[config.mk]
export PLATFORM = sky130hd
export DESIGN_NAME = subbr_core
export DESIGN_NICKNAME = d
export VERILOG_FILES = /design/src/rtl/subbr_pkg.sv /design/src/rtl/subbr_ctrl.sv /design/src/rtl/subbr_dp.sv /design/src/rtl/subbr_core.sv
export SDC_FILE = /design/constraint.sdc
export NUM_CORES = 1
export LEC_CHECK = 0
export BUFFER_PORTS_ARGS = -buffer_cell sky130_fd_sc_hd__buf_4
export CORE_MARGIN = 4
export CORE_UTILIZATION = 55
export CTS_BUF_LIST = sky130_fd_sc_hd__clkbuf_4 sky130_fd_sc_hd__clkbuf_8 sky130_fd_sc_hd__clkbuf_16
export CTS_CLUSTER_DIAMETER = 120
export CTS_CLUSTER_SIZE = 20
export DETAILED_ROUTE_END_ITERATION = 8
export GPL_TIMING_DRIVEN = 0
export PLACE_DENSITY_LB_ADDON = 0.05
export SLEW_MARGIN = 20
export SYNTH_ARGS = -nofsm -noshare
export SYNTH_HDL_FRONTEND = slang
export SYNTH_SLANG_ARGS = --single-unit
export TNS_END_PERCENT = 5
[constraint.sdc]
create_clock -name clk -period 2.8 [get_ports clk]
set_clock_uncertainty 0.05 [all_clocks]
set_input_delay 0.28 -clock clk [delete_from_list [all_inputs] [get_ports clk]]
set_output_delay 0.28 -clock clk [all_outputs]
set_load 0.03 [all_outputs]
[src/rtl/subbr_pkg.sv]
package subbr_pkg;
  typedef enum logic [3:0] {
    S_FA, S_FB, S_FC, S_FD, S_RA, S_RB, S_WC, S_PC, S_HALT
  } state_t;

  typedef enum logic [2:0] {
    ADR_PC0, ADR_PC1, ADR_PC2, ADR_PC3, ADR_A, ADR_B, ADR_C
  } adr_sel_t;

  localparam int NUM_FIELDS = 4;

  typedef struct packed {
    logic [NUM_FIELDS-1:0] ldField;
    logic                  ldOpA;
    logic                  ldRes;
    logic                  ldPc;
    logic                  cntEn;
    adr_sel_t              adrSel;
  } strobe_t;
endpackage

[src/rtl/subbr_ctrl.sv]
module subbr_ctrl
  import subbr_pkg::*;
(
  input  logic    clk,
  input  logic    rst,
  input  logic    takeBranch,
  input  logic    stopTarget,
  output strobe_t strobe,
  output logic    memRe,
  output logic    memWe,
  output logic    halt
);
  state_t state, stateNext;

  always_ff @(posedge clk) begin
    if (rst) state <= S_FA;
    else     state <= stateNext;
  end

  always_comb begin
    stateNext     = state;
    strobe        = '0;
    strobe.adrSel = ADR_PC0;
    strobe.cntEn  = (state != S_HALT);
    memRe         = 1'b0;
    memWe         = 1'b0;
    unique case (state)
      S_FA: begin memRe = 1'b1; strobe.adrSel = ADR_PC0; stateNext = S_FB; end
      S_FB: begin memRe = 1'b1; strobe.adrSel = ADR_PC1; strobe.ldField[0] = 1'b1; stateNext = S_FC; end
      S_FC: begin memRe = 1'b1; strobe.adrSel = ADR_PC2; strobe.ldField[1] = 1'b1; stateNext = S_FD; end
      S_FD: begin memRe = 1'b1; strobe.adrSel = ADR_PC3; strobe.ldField[2] = 1'b1; stateNext = S_RA; end
      S_RA: begin memRe = 1'b1; strobe.adrSel = ADR_A;   strobe.ldField[3] = 1'b1; stateNext = S_RB; end
      S_RB: begin memRe = 1'b1; strobe.adrSel = ADR_B;   strobe.ldOpA = 1'b1;      stateNext = S_WC; end
      S_WC: begin memWe = 1'b1; strobe.adrSel = ADR_C;   strobe.ldRes = 1'b1;      stateNext = S_PC; end
      S_PC: begin
        strobe.ldPc = 1'b1;
        stateNext   = (takeBranch && stopTarget) ? S_HALT : S_FA;
      end
      S_HALT: stateNext = S_HALT;
      default: stateNext = S_FA;
    endcase
  end

  assign halt = (state == S_HALT);
endmodule

[src/rtl/subbr_dp.sv]
module subbr_dp
  import subbr_pkg::*;
#(
  parameter int W     = 16,
  parameter int CNT_W = 32
) (
  input  logic             clk,
  input  logic             rst,
  input  strobe_t          strobe,
  input  logic [W-1:0]     memRdata,
  output logic [W-1:0]     memAddr,
  output logic [W-1:0]     memWdata,
  output logic             takeBranch,
  output logic             stopTarget,
  output logic [CNT_W-1:0] cycleCount
);
  localparam logic [W-1:0] INSTR_WORDS = W'(NUM_FIELDS);
  localparam logic [W-1:0] HALT_ADDR   = '1;

  logic [W-1:0] pc, opA, res;
  logic [W-1:0] field [NUM_FIELDS];

  for (genvar i = 0; i < NUM_FIELDS; i++) begin : g_field
    always_ff @(posedge clk) begin
      if (rst)                    field[i] <= '0;
      else if (strobe.ldField[i]) field[i] <= memRdata;
    end
  end

  assign memWdata = opA - memRdata;

  always_ff @(posedge clk) begin
    if (rst) begin
      pc         <= '0;
      opA        <= '0;
      res        <= '0;
      cycleCount <= '0;
    end else begin
      if (strobe.ldOpA) opA <= memRdata;
      if (strobe.ldRes) res <= memWdata;
      if (strobe.ldPc)  pc  <= takeBranch ? field[3] : pc + INSTR_WORDS;
      if (strobe.cntEn) cycleCount <= cycleCount + 1'b1;
    end
  end

  assign takeBranch = res[W-1] || (res == '0);
  assign stopTarget = (field[3] == pc) || (field[3] == HALT_ADDR);

  always_comb begin
    unique case (strobe.adrSel)
      ADR_PC0: memAddr = pc;
      ADR_PC1: memAddr = pc + W'(1);
      ADR_PC2: memAddr = pc + W'(2);
      ADR_PC3: memAddr = pc + W'(3);
      ADR_A:   memAddr = field[0];
      ADR_B:   memAddr = field[1];
      ADR_C:   memAddr = field[2];
      default: memAddr = pc;
    endcase
  end
endmodule

[src/rtl/subbr_core.sv]
module subbr_core
  import subbr_pkg::*;
#(
  parameter int W     = 16,
  parameter int CNT_W = 32
) (
  input  logic             clk,
  input  logic             rst,
  output logic [W-1:0]     memAddr,
  output logic             memRe,
  output logic             memWe,
  output logic [W-1:0]     memWdata,
  input  logic [W-1:0]     memRdata,
  output logic             halt,
  output logic [CNT_W-1:0] cycleCount
);
  strobe_t strobe;
  logic    takeBranch, stopTarget;

  subbr_ctrl u_ctrl (
    .clk(clk), .rst(rst), .takeBranch(takeBranch), .stopTarget(stopTarget),
    .strobe(strobe), .memRe(memRe), .memWe(memWe), .halt(halt)
  );

  subbr_dp #(.W(W), .CNT_W(CNT_W)) u_dp (
    .clk(clk), .rst(rst), .strobe(strobe), .memRdata(memRdata),
    .memAddr(memAddr), .memWdata(memWdata), .takeBranch(takeBranch),
    .stopTarget(stopTarget), .cycleCount(cycleCount)
  );
endmodule

== After elaboration in Yosys (flattened, before gate mapping) ==
Memory sizes are Yosys's and may differ from the RTL's.
Index checks and enable logic that the tools add are counted.

* Add/sub/neg operators: 6
* Eq/ne operators: 17
* Multiplexer cells: 31
* Bitwise operators: 4
* Reductions and logical operators: 6

{| class="wikitable"
|+ Operators with widths
! cell !! number
|-
| 16-bit one-hot mux with 6 select lines || 1
|-
| 16-bit 2-to-1 mux || 5
|-
| 4-bit one-hot mux with 9 select lines || 1
|-
| 16-bit by 2-bit adder with 16-bit output, second input constant || 2
|-
| 32-bit by 1-bit adder with 32-bit output, second input constant || 1
|-
| 1-bit 2-to-1 mux || 22
|-
| 3-bit one-hot mux with 6 select lines || 1
|-
| 16-bit by 1-bit adder with 16-bit output, second input constant || 1
|-
| 16-bit by 3-bit adder with 16-bit output, second input constant || 1
|-
| 16-bit equality test || 1
|-
| 16-bit equality test, second input constant || 1
|-
| 4-bit by 3-bit equality test with 1-bit output, second input constant || 4
|-
| 16-bit zero test || 1
|-
| 16-bit subtractor || 1
|-
| 3-bit equality test, second input constant || 3
|-
| 4-bit by 2-bit equality test with 1-bit output, second input constant || 2
|-
| 3-bit by 2-bit equality test with 1-bit output, second input constant || 2
|-
| 6-bit OR reduction || 1
|-
| 4-bit by 1-bit equality test with 1-bit output, second input constant || 1
|-
| 4-bit equality test, second input constant || 1
|-
| 4-bit zero test || 1
|-
| 4-bit 2-to-1 mux || 1
|-
| 4-bit inequality test, second input constant || 1
|-
| 1-bit bitwise OR || 4
|-
| 3 further kinds || 4
|}

* Bits in registers: 84
* Bits in writable memories: 64
* Bits of input ports: 18
* Output and inout port bits: 67
* Logic and storage cells: 70
* Memories kept: 1

{| class="wikitable"
|+ Memory list
! name !! words !! width !! read ports !! clocked after Yosys merged registers in !! write ports !! line !! RTL
|-
| u_dp.field || 4 || 16 || 4 || 0 || 4 || subbr_dp.sv:21 || <nowiki>logic [W-1:0] field [NUM_FIELDS];</nowiki>
|}

== Logic depth before layout (Yosys ltp) ==
* Depth after elaboration: 6
* Depth in mapped cells: 10
* Gate-level depth less buffers: 9

== Hierarchy ==
A second synthesis with hierarchy kept.

* Cell total of the unflattened synthesis: 921
* Area, all modules: 8351.8 um^2

{| class="wikitable"
|+ Modules (own cells, without submodules)
! module !! instances !! cells each !! area each (um^2) !! seq. area each (um^2)
|-
| subbr_dp || 1 || 887 || 8072.7 || 3523.4
|-
| subbr_ctrl || 1 || 34 || 279.0 || 80.1
|}

== Least setup slack after synthesis ==
No wires, ideal clock.

* Path kind: register to output
* Start: reg u_ctrl.state[0]
* End: out memAddr[5]
* Arrival time: 2348 ps
* Data required time: 2470 ps
* Setup slack: 122 ps
* Cell stages (with the launch flop): 10
* Path buffers: 1
* Cells stage by stage: dfxtp_1 -> clkbuf_1 -> nand2_1 -> nor3_1 -> ha_1 -> a21oi_1 -> nor2b_1 -> nand3_1 -> xor2_1 -> o21ai_0

* Cells in the longest elaborated chain, start to end: 4
* Elaborated cells on any way between the ends: 14
* Classes of those cells: eq/ne: 12; mux: 2

{| class="wikitable"
|+ RTL lines
! element !! line !! RTL
|-
| start, declared || subbr_ctrl.sv:13 || <nowiki>state_t state, stateNext;</nowiki>
|-
| start signal, assigned || subbr_ctrl.sv:17 || <nowiki>else state <= stateNext;</nowiki>
|-
| 4-bit by 3-bit equality test with 1-bit output, or another cell as far along || subbr_ctrl.sv:27 || <nowiki>unique case (state)</nowiki>
|-
| 3-bit one-hot mux with 6 select lines * || subbr_ctrl.sv:27 ||
|-
| 3-bit equality test, or another cell as far along || subbr_dp.sv:50 || <nowiki>unique case (strobe.adrSel)</nowiki>
|-
| 16-bit one-hot mux with 6 select lines * || subbr_dp.sv:50 ||
|-
| end, declared || subbr_core.sv:9 || <nowiki>output logic [W-1:0] memAddr,</nowiki>
|}

Every way passes the cells marked *; elsewhere a longest branch is shown, timed or not.

== Worst setup path in the final report ==
* Start: reg u_ctrl.state[0]
* End: out memAddr[13]

The elaborated chain is that of the path after synthesis.

==> run_results.csv <==
group,metric,value,unit
status,run_status,"complete, but fails checks",
status,failed_checks,"negative setup slack",
timing,max_slew.worst_pin.slew,0.854,ns
synthesis,synth_nets,954,
timing,setup_ws,-0.0677,ns
grt,grt_start_max_net_pins,17,
synthesis,post_synth_num_cell_types,67,
worst_setup_path,cp.arrival,2.54,ns
cts,clock_insertion_delay_worst_skew,0.43,ns
routing,drc_errors,0,
synthesis,synth_edf_count,64,
placed_design,finalWeightedCongestion,0.949,
routing,routed_wire_length_per_instance,18.5,µm
worst_setup_path,cp.required,2.47,ns
cells_and_area,layout-area-overhead-vs-synth,23.9,%
routing,wirelength,22.7,mm
synthesis,synth_adder_area_share,3.44,%
synthesis,synth_top_family_by_area,"simple AND/OR/NAND/NOR gates",
grt,grt_usage,26.9,%
timing,setup_violations,6,
routing,route.layer.met1.wl,10.0,mm
synthesis,synth.mux.area_fraction,2.39,%
synthesis,synth-simple-area-share,24.5,%
worst_hold_path,worstHoldPathType,"in2reg",
placed_design,placed_wire_length_estimate,16.3,mm
power_and_ir_drop,power.density_cell_area,517,mW/mm²
routing,top_layer_used,"met4",
timing,maxSlewHeadroom,43.0,%
floorplan,floorplan.initialDensity,57.2,%
cells_and_area,num_antenna_cells,0,
synthesis,leading_register_cell_type_out_of_synthesis,"sky130_fd_sc_hd__dfxtp_1",
worst_setup_path,worst-setup-path-type,"reg2out",
worst_setup_path,critPathCaptureType,"output port",
routing,met3_routed_wl,1.29,mm
worst_setup_path,path_max_fanout,5,
run,maxCapViolations,0,
timing,finalSetupTns,-0.301,ns
floorplan,floorplan.io_pins,85,
timing,post-route-period-util,102,%
cells_and_area,post_route_cells_drive_above_1_share,21.5,%
routing,routed_via_density,5.93,
cells_and_area,fin_nets,1073,
cts,clock-sinks,148,
cells_and_area,fillers,1150,
cts,htree_num_levels,4,
routing,route.antenna.remaining_nets,0,
floorplan,count_of_standard_cell_rows,43,
grt,grt_antenna_before_repair,0,
timing,timing.final.hold_violations,0,
timing,max_clock_freq,349,MHz
synthesis,post_synth.cell_area_avg,8.81,µm²
synthesis,xor_xnor_portion_of_the_synthesized_cell_area,5.65,%
cts,cts_tree,"built",
power_and_ir_drop,pleak,3.92,nW
synthesis,syn-instance-count,915,
timing,finalMaxSlewViolations,0,
synthesis,async_flop_share,0,%
routing,dr_total_vias,7272,
timing,rsz0062_at_grt,"true",
floorplan,die_width,129,µm
cts,cts.reportedPaths.clkPinSlew,0.07,ns
cts,cts-hold-fix-buffers,0,
power_and_ir_drop,ir_drop,445,µV
routing,first_pass_iters,5,
cts,cts-buffers-inserted,17,
routing,met2RoutedLength,10.7,mm
cells_and_area,layout.area.seq,0.00362,mm²
floorplan,chipHeight,129,µm
grt,global_route_wire_length_before_repair,35.3,mm
synthesis,synth.yosys.seq_area_share,44.7,%
floorplan,std_cell_core_area,0.0141,mm²
power_and_ir_drop,power,5.16,mW
cts,buffer_levels_on_the_longest_clock_path,2,
grt,grt_pass1_vias,6899,
synthesis,mappedNetlistArea,0.00807,mm²
synthesis,number_of_synthesis_warnings,0,
grt,global_route.overflow_total,0,
cells_and_area,footprint_of_the_multi_input_gates,0.00445,mm²
synthesis,synth-compound-area-share,15.3,%
floorplan,die_area,0.0167,mm²
timing,period_minus_slack,2.87,ns
worst_setup_path,critical_path_start_type,"flop",
synthesis,synth_seq_cells,148,
routing,detail_route.iter0.violations,584,
placed_design,io_buffer_count,84,
cts,clock-root-buffer,"sky130_fd_sc_hd__clkbuf_16",
-- flip-flops by register name, indices dropped and copies added (netlist names) --
signal and flops:
u_dp.cycleCount 32, u_ctrl.state 4, u_dp.res 16, u_dp.opA 16, u_dp.field 64, u_dp.pc 16
-- cell usage in the layout (no fill, tap or decap), drive strengths merged, types with 7 or more instances in the layout --
cell / n
dfxtp: 84
ha: 19
mux2i: 17
xnor2: 34
inv: 40
buf: 110
or3: 17
a211oi: 7
xor2: 18
nor2b: 10
clkbuf: 60
nor4: 9
edfxtp: 64
nor2: 70
nor3: 31
a21oi: 86
o21ai: 48
a21o: 7
and2: 55
nand2: 105
nand4: 14
and3: 21
nand3: 32
-- where the power goes --
group | switching, mW | internal [mW] | leakage (nW)
logic | 0.401 | 0.209 | 2.29
registers | 0.0382 | 2.33 | 1.35
clock network | 1.01 | 1.17 | 0.279
total | 1.45 | 3.71 | 3.92
-- cells in the mapped netlist, types with 18 or more instances --
master | n | area, µm²
sky130_fd_sc_hd__xnor2_1 | 34 | 298
sky130_fd_sc_hd__inv_1 | 29 | 109
sky130_fd_sc_hd__nand3_1 | 32 | 160
sky130_fd_sc_hd__nor2_1 | 70 | 263
sky130_fd_sc_hd__ha_1 | 19 | 238
sky130_fd_sc_hd__edfxtp_1 | 64 | 1920
sky130_fd_sc_hd__o21ai_0 | 48 | 240
sky130_fd_sc_hd__a21oi_1 | 86 | 430
sky130_fd_sc_hd__and3_1 | 20 | 125
sky130_fd_sc_hd__and2_1 | 54 | 338
sky130_fd_sc_hd__nor3_1 | 31 | 155
sky130_fd_sc_hd__nand2_1 | 105 | 394
sky130_fd_sc_hd__dfxtp_1 | 84 | 1680
sky130_fd_sc_hd__clkbuf_1 | 44 | 165
sky130_fd_sc_hd__xor2_1 | 18 | 158
-- worst max-delay path: stages, from the launching register on --
cell,delay [ns]
sky130_fd_sc_hd__dfxtp_2,0.35
sky130_fd_sc_hd__buf_8,0.11
sky130_fd_sc_hd__nand2_4,0.06
sky130_fd_sc_hd__nor3_4,0.27
sky130_fd_sc_hd__ha_4,0.26
sky130_fd_sc_hd__a21oi_4,0.19
sky130_fd_sc_hd__nor3_4,0.06
sky130_fd_sc_hd__a22oi_2,0.17
sky130_fd_sc_hd__buf_6,0.16
sky130_fd_sc_hd__nor3b_2,0.05
sky130_fd_sc_hd__a21oi_1,0.17
sky130_fd_sc_hd__o21ai_1,0.09
sky130_fd_sc_hd__buf_4,0.18
-- logic make-up (layout without fill, tap and decap cells) --
| kind of cell | Yosys count | after routing |
|---|---|---|
| AOI/OAI and AO/OA | 202 | 202 |
| xor gates and xnor gates | 52 | 52 |
| adders and majority gates | 21 | 21 |
| buffers and inverters | 83 | 215 |
| DFF | 148 | 148 |
| muxes | 19 | 19 |
| and+or+nand+nor | 390 | 390 |
-- final cells by class --
| class | count | share of cell area [%] |
|---|---|---|
| plain buffers | 52 | 2.55 |
| clock buffers | 17 | 4.26 |
| clock inverters | 15 | 1.34 |
| inverters | 30 | 1.14 |
| multi-input cells | 684 | 44.6 |
| flip-flops and latches | 148 | 36.2 |
| well taps | 180 | 2.25 |
| repair buffers | 101 | 7.70 |
-- repair_timing --
item,CTS,global route
resized for setup,63,51
setup endpoints to repair,41,40
setup buffers,11,6
hold endpoints to repair,0,0
pin swaps,19,19
-- layer usage --
metal / global-route usage, % / vias up
met5: 0 / -
met1: 36.7 / 3430
met2: 43.3 / 277
li1: - / 3514
met4: 9.20 / 0
met3: 5.15 / 51
-- per-stage QoR --
stage / cells / instance area, µm² / util, % / setup WS (ns) / hold WS (ns)
after floorplan: 915 / 8070 / - / 0.122 / 0.366
after global placement: 1179 / 8920 / 63.3 / -0.498 / 0.393
after detailed placement: 1179 / 8920 / 63.3 / -0.474 / 0.399
after CTS: 1221 / 9750 / 69.1 / -0.108 / 0.0755
after global routing: 1227 / 9990 / 70.9 / -0.169 / 0.0800
final: 1227 / 9990 / 70.9 / -0.0677 / 0.0849
-- path summary, 6_finish.rpt --
| kind | from | endpoint | slack, ns | depth (start not counted) |
|---|---|---|---|---|
| setup / recovery | u_ctrl.state[0] | memAddr[13] | -0.07 | 12 |
| hold reg to reg | u_dp.res[6] | u_dp.res[6] | 0.41 | 2 |
| hold / removal | memRdata[6] | u_dp.opA[6] | 0.08 | 3 |
| setup reg to reg | u_ctrl.state[1] | u_dp.field[0][16] | 0.26 | 6 |
Note: power is estimated with default switching activity, not from simulation.
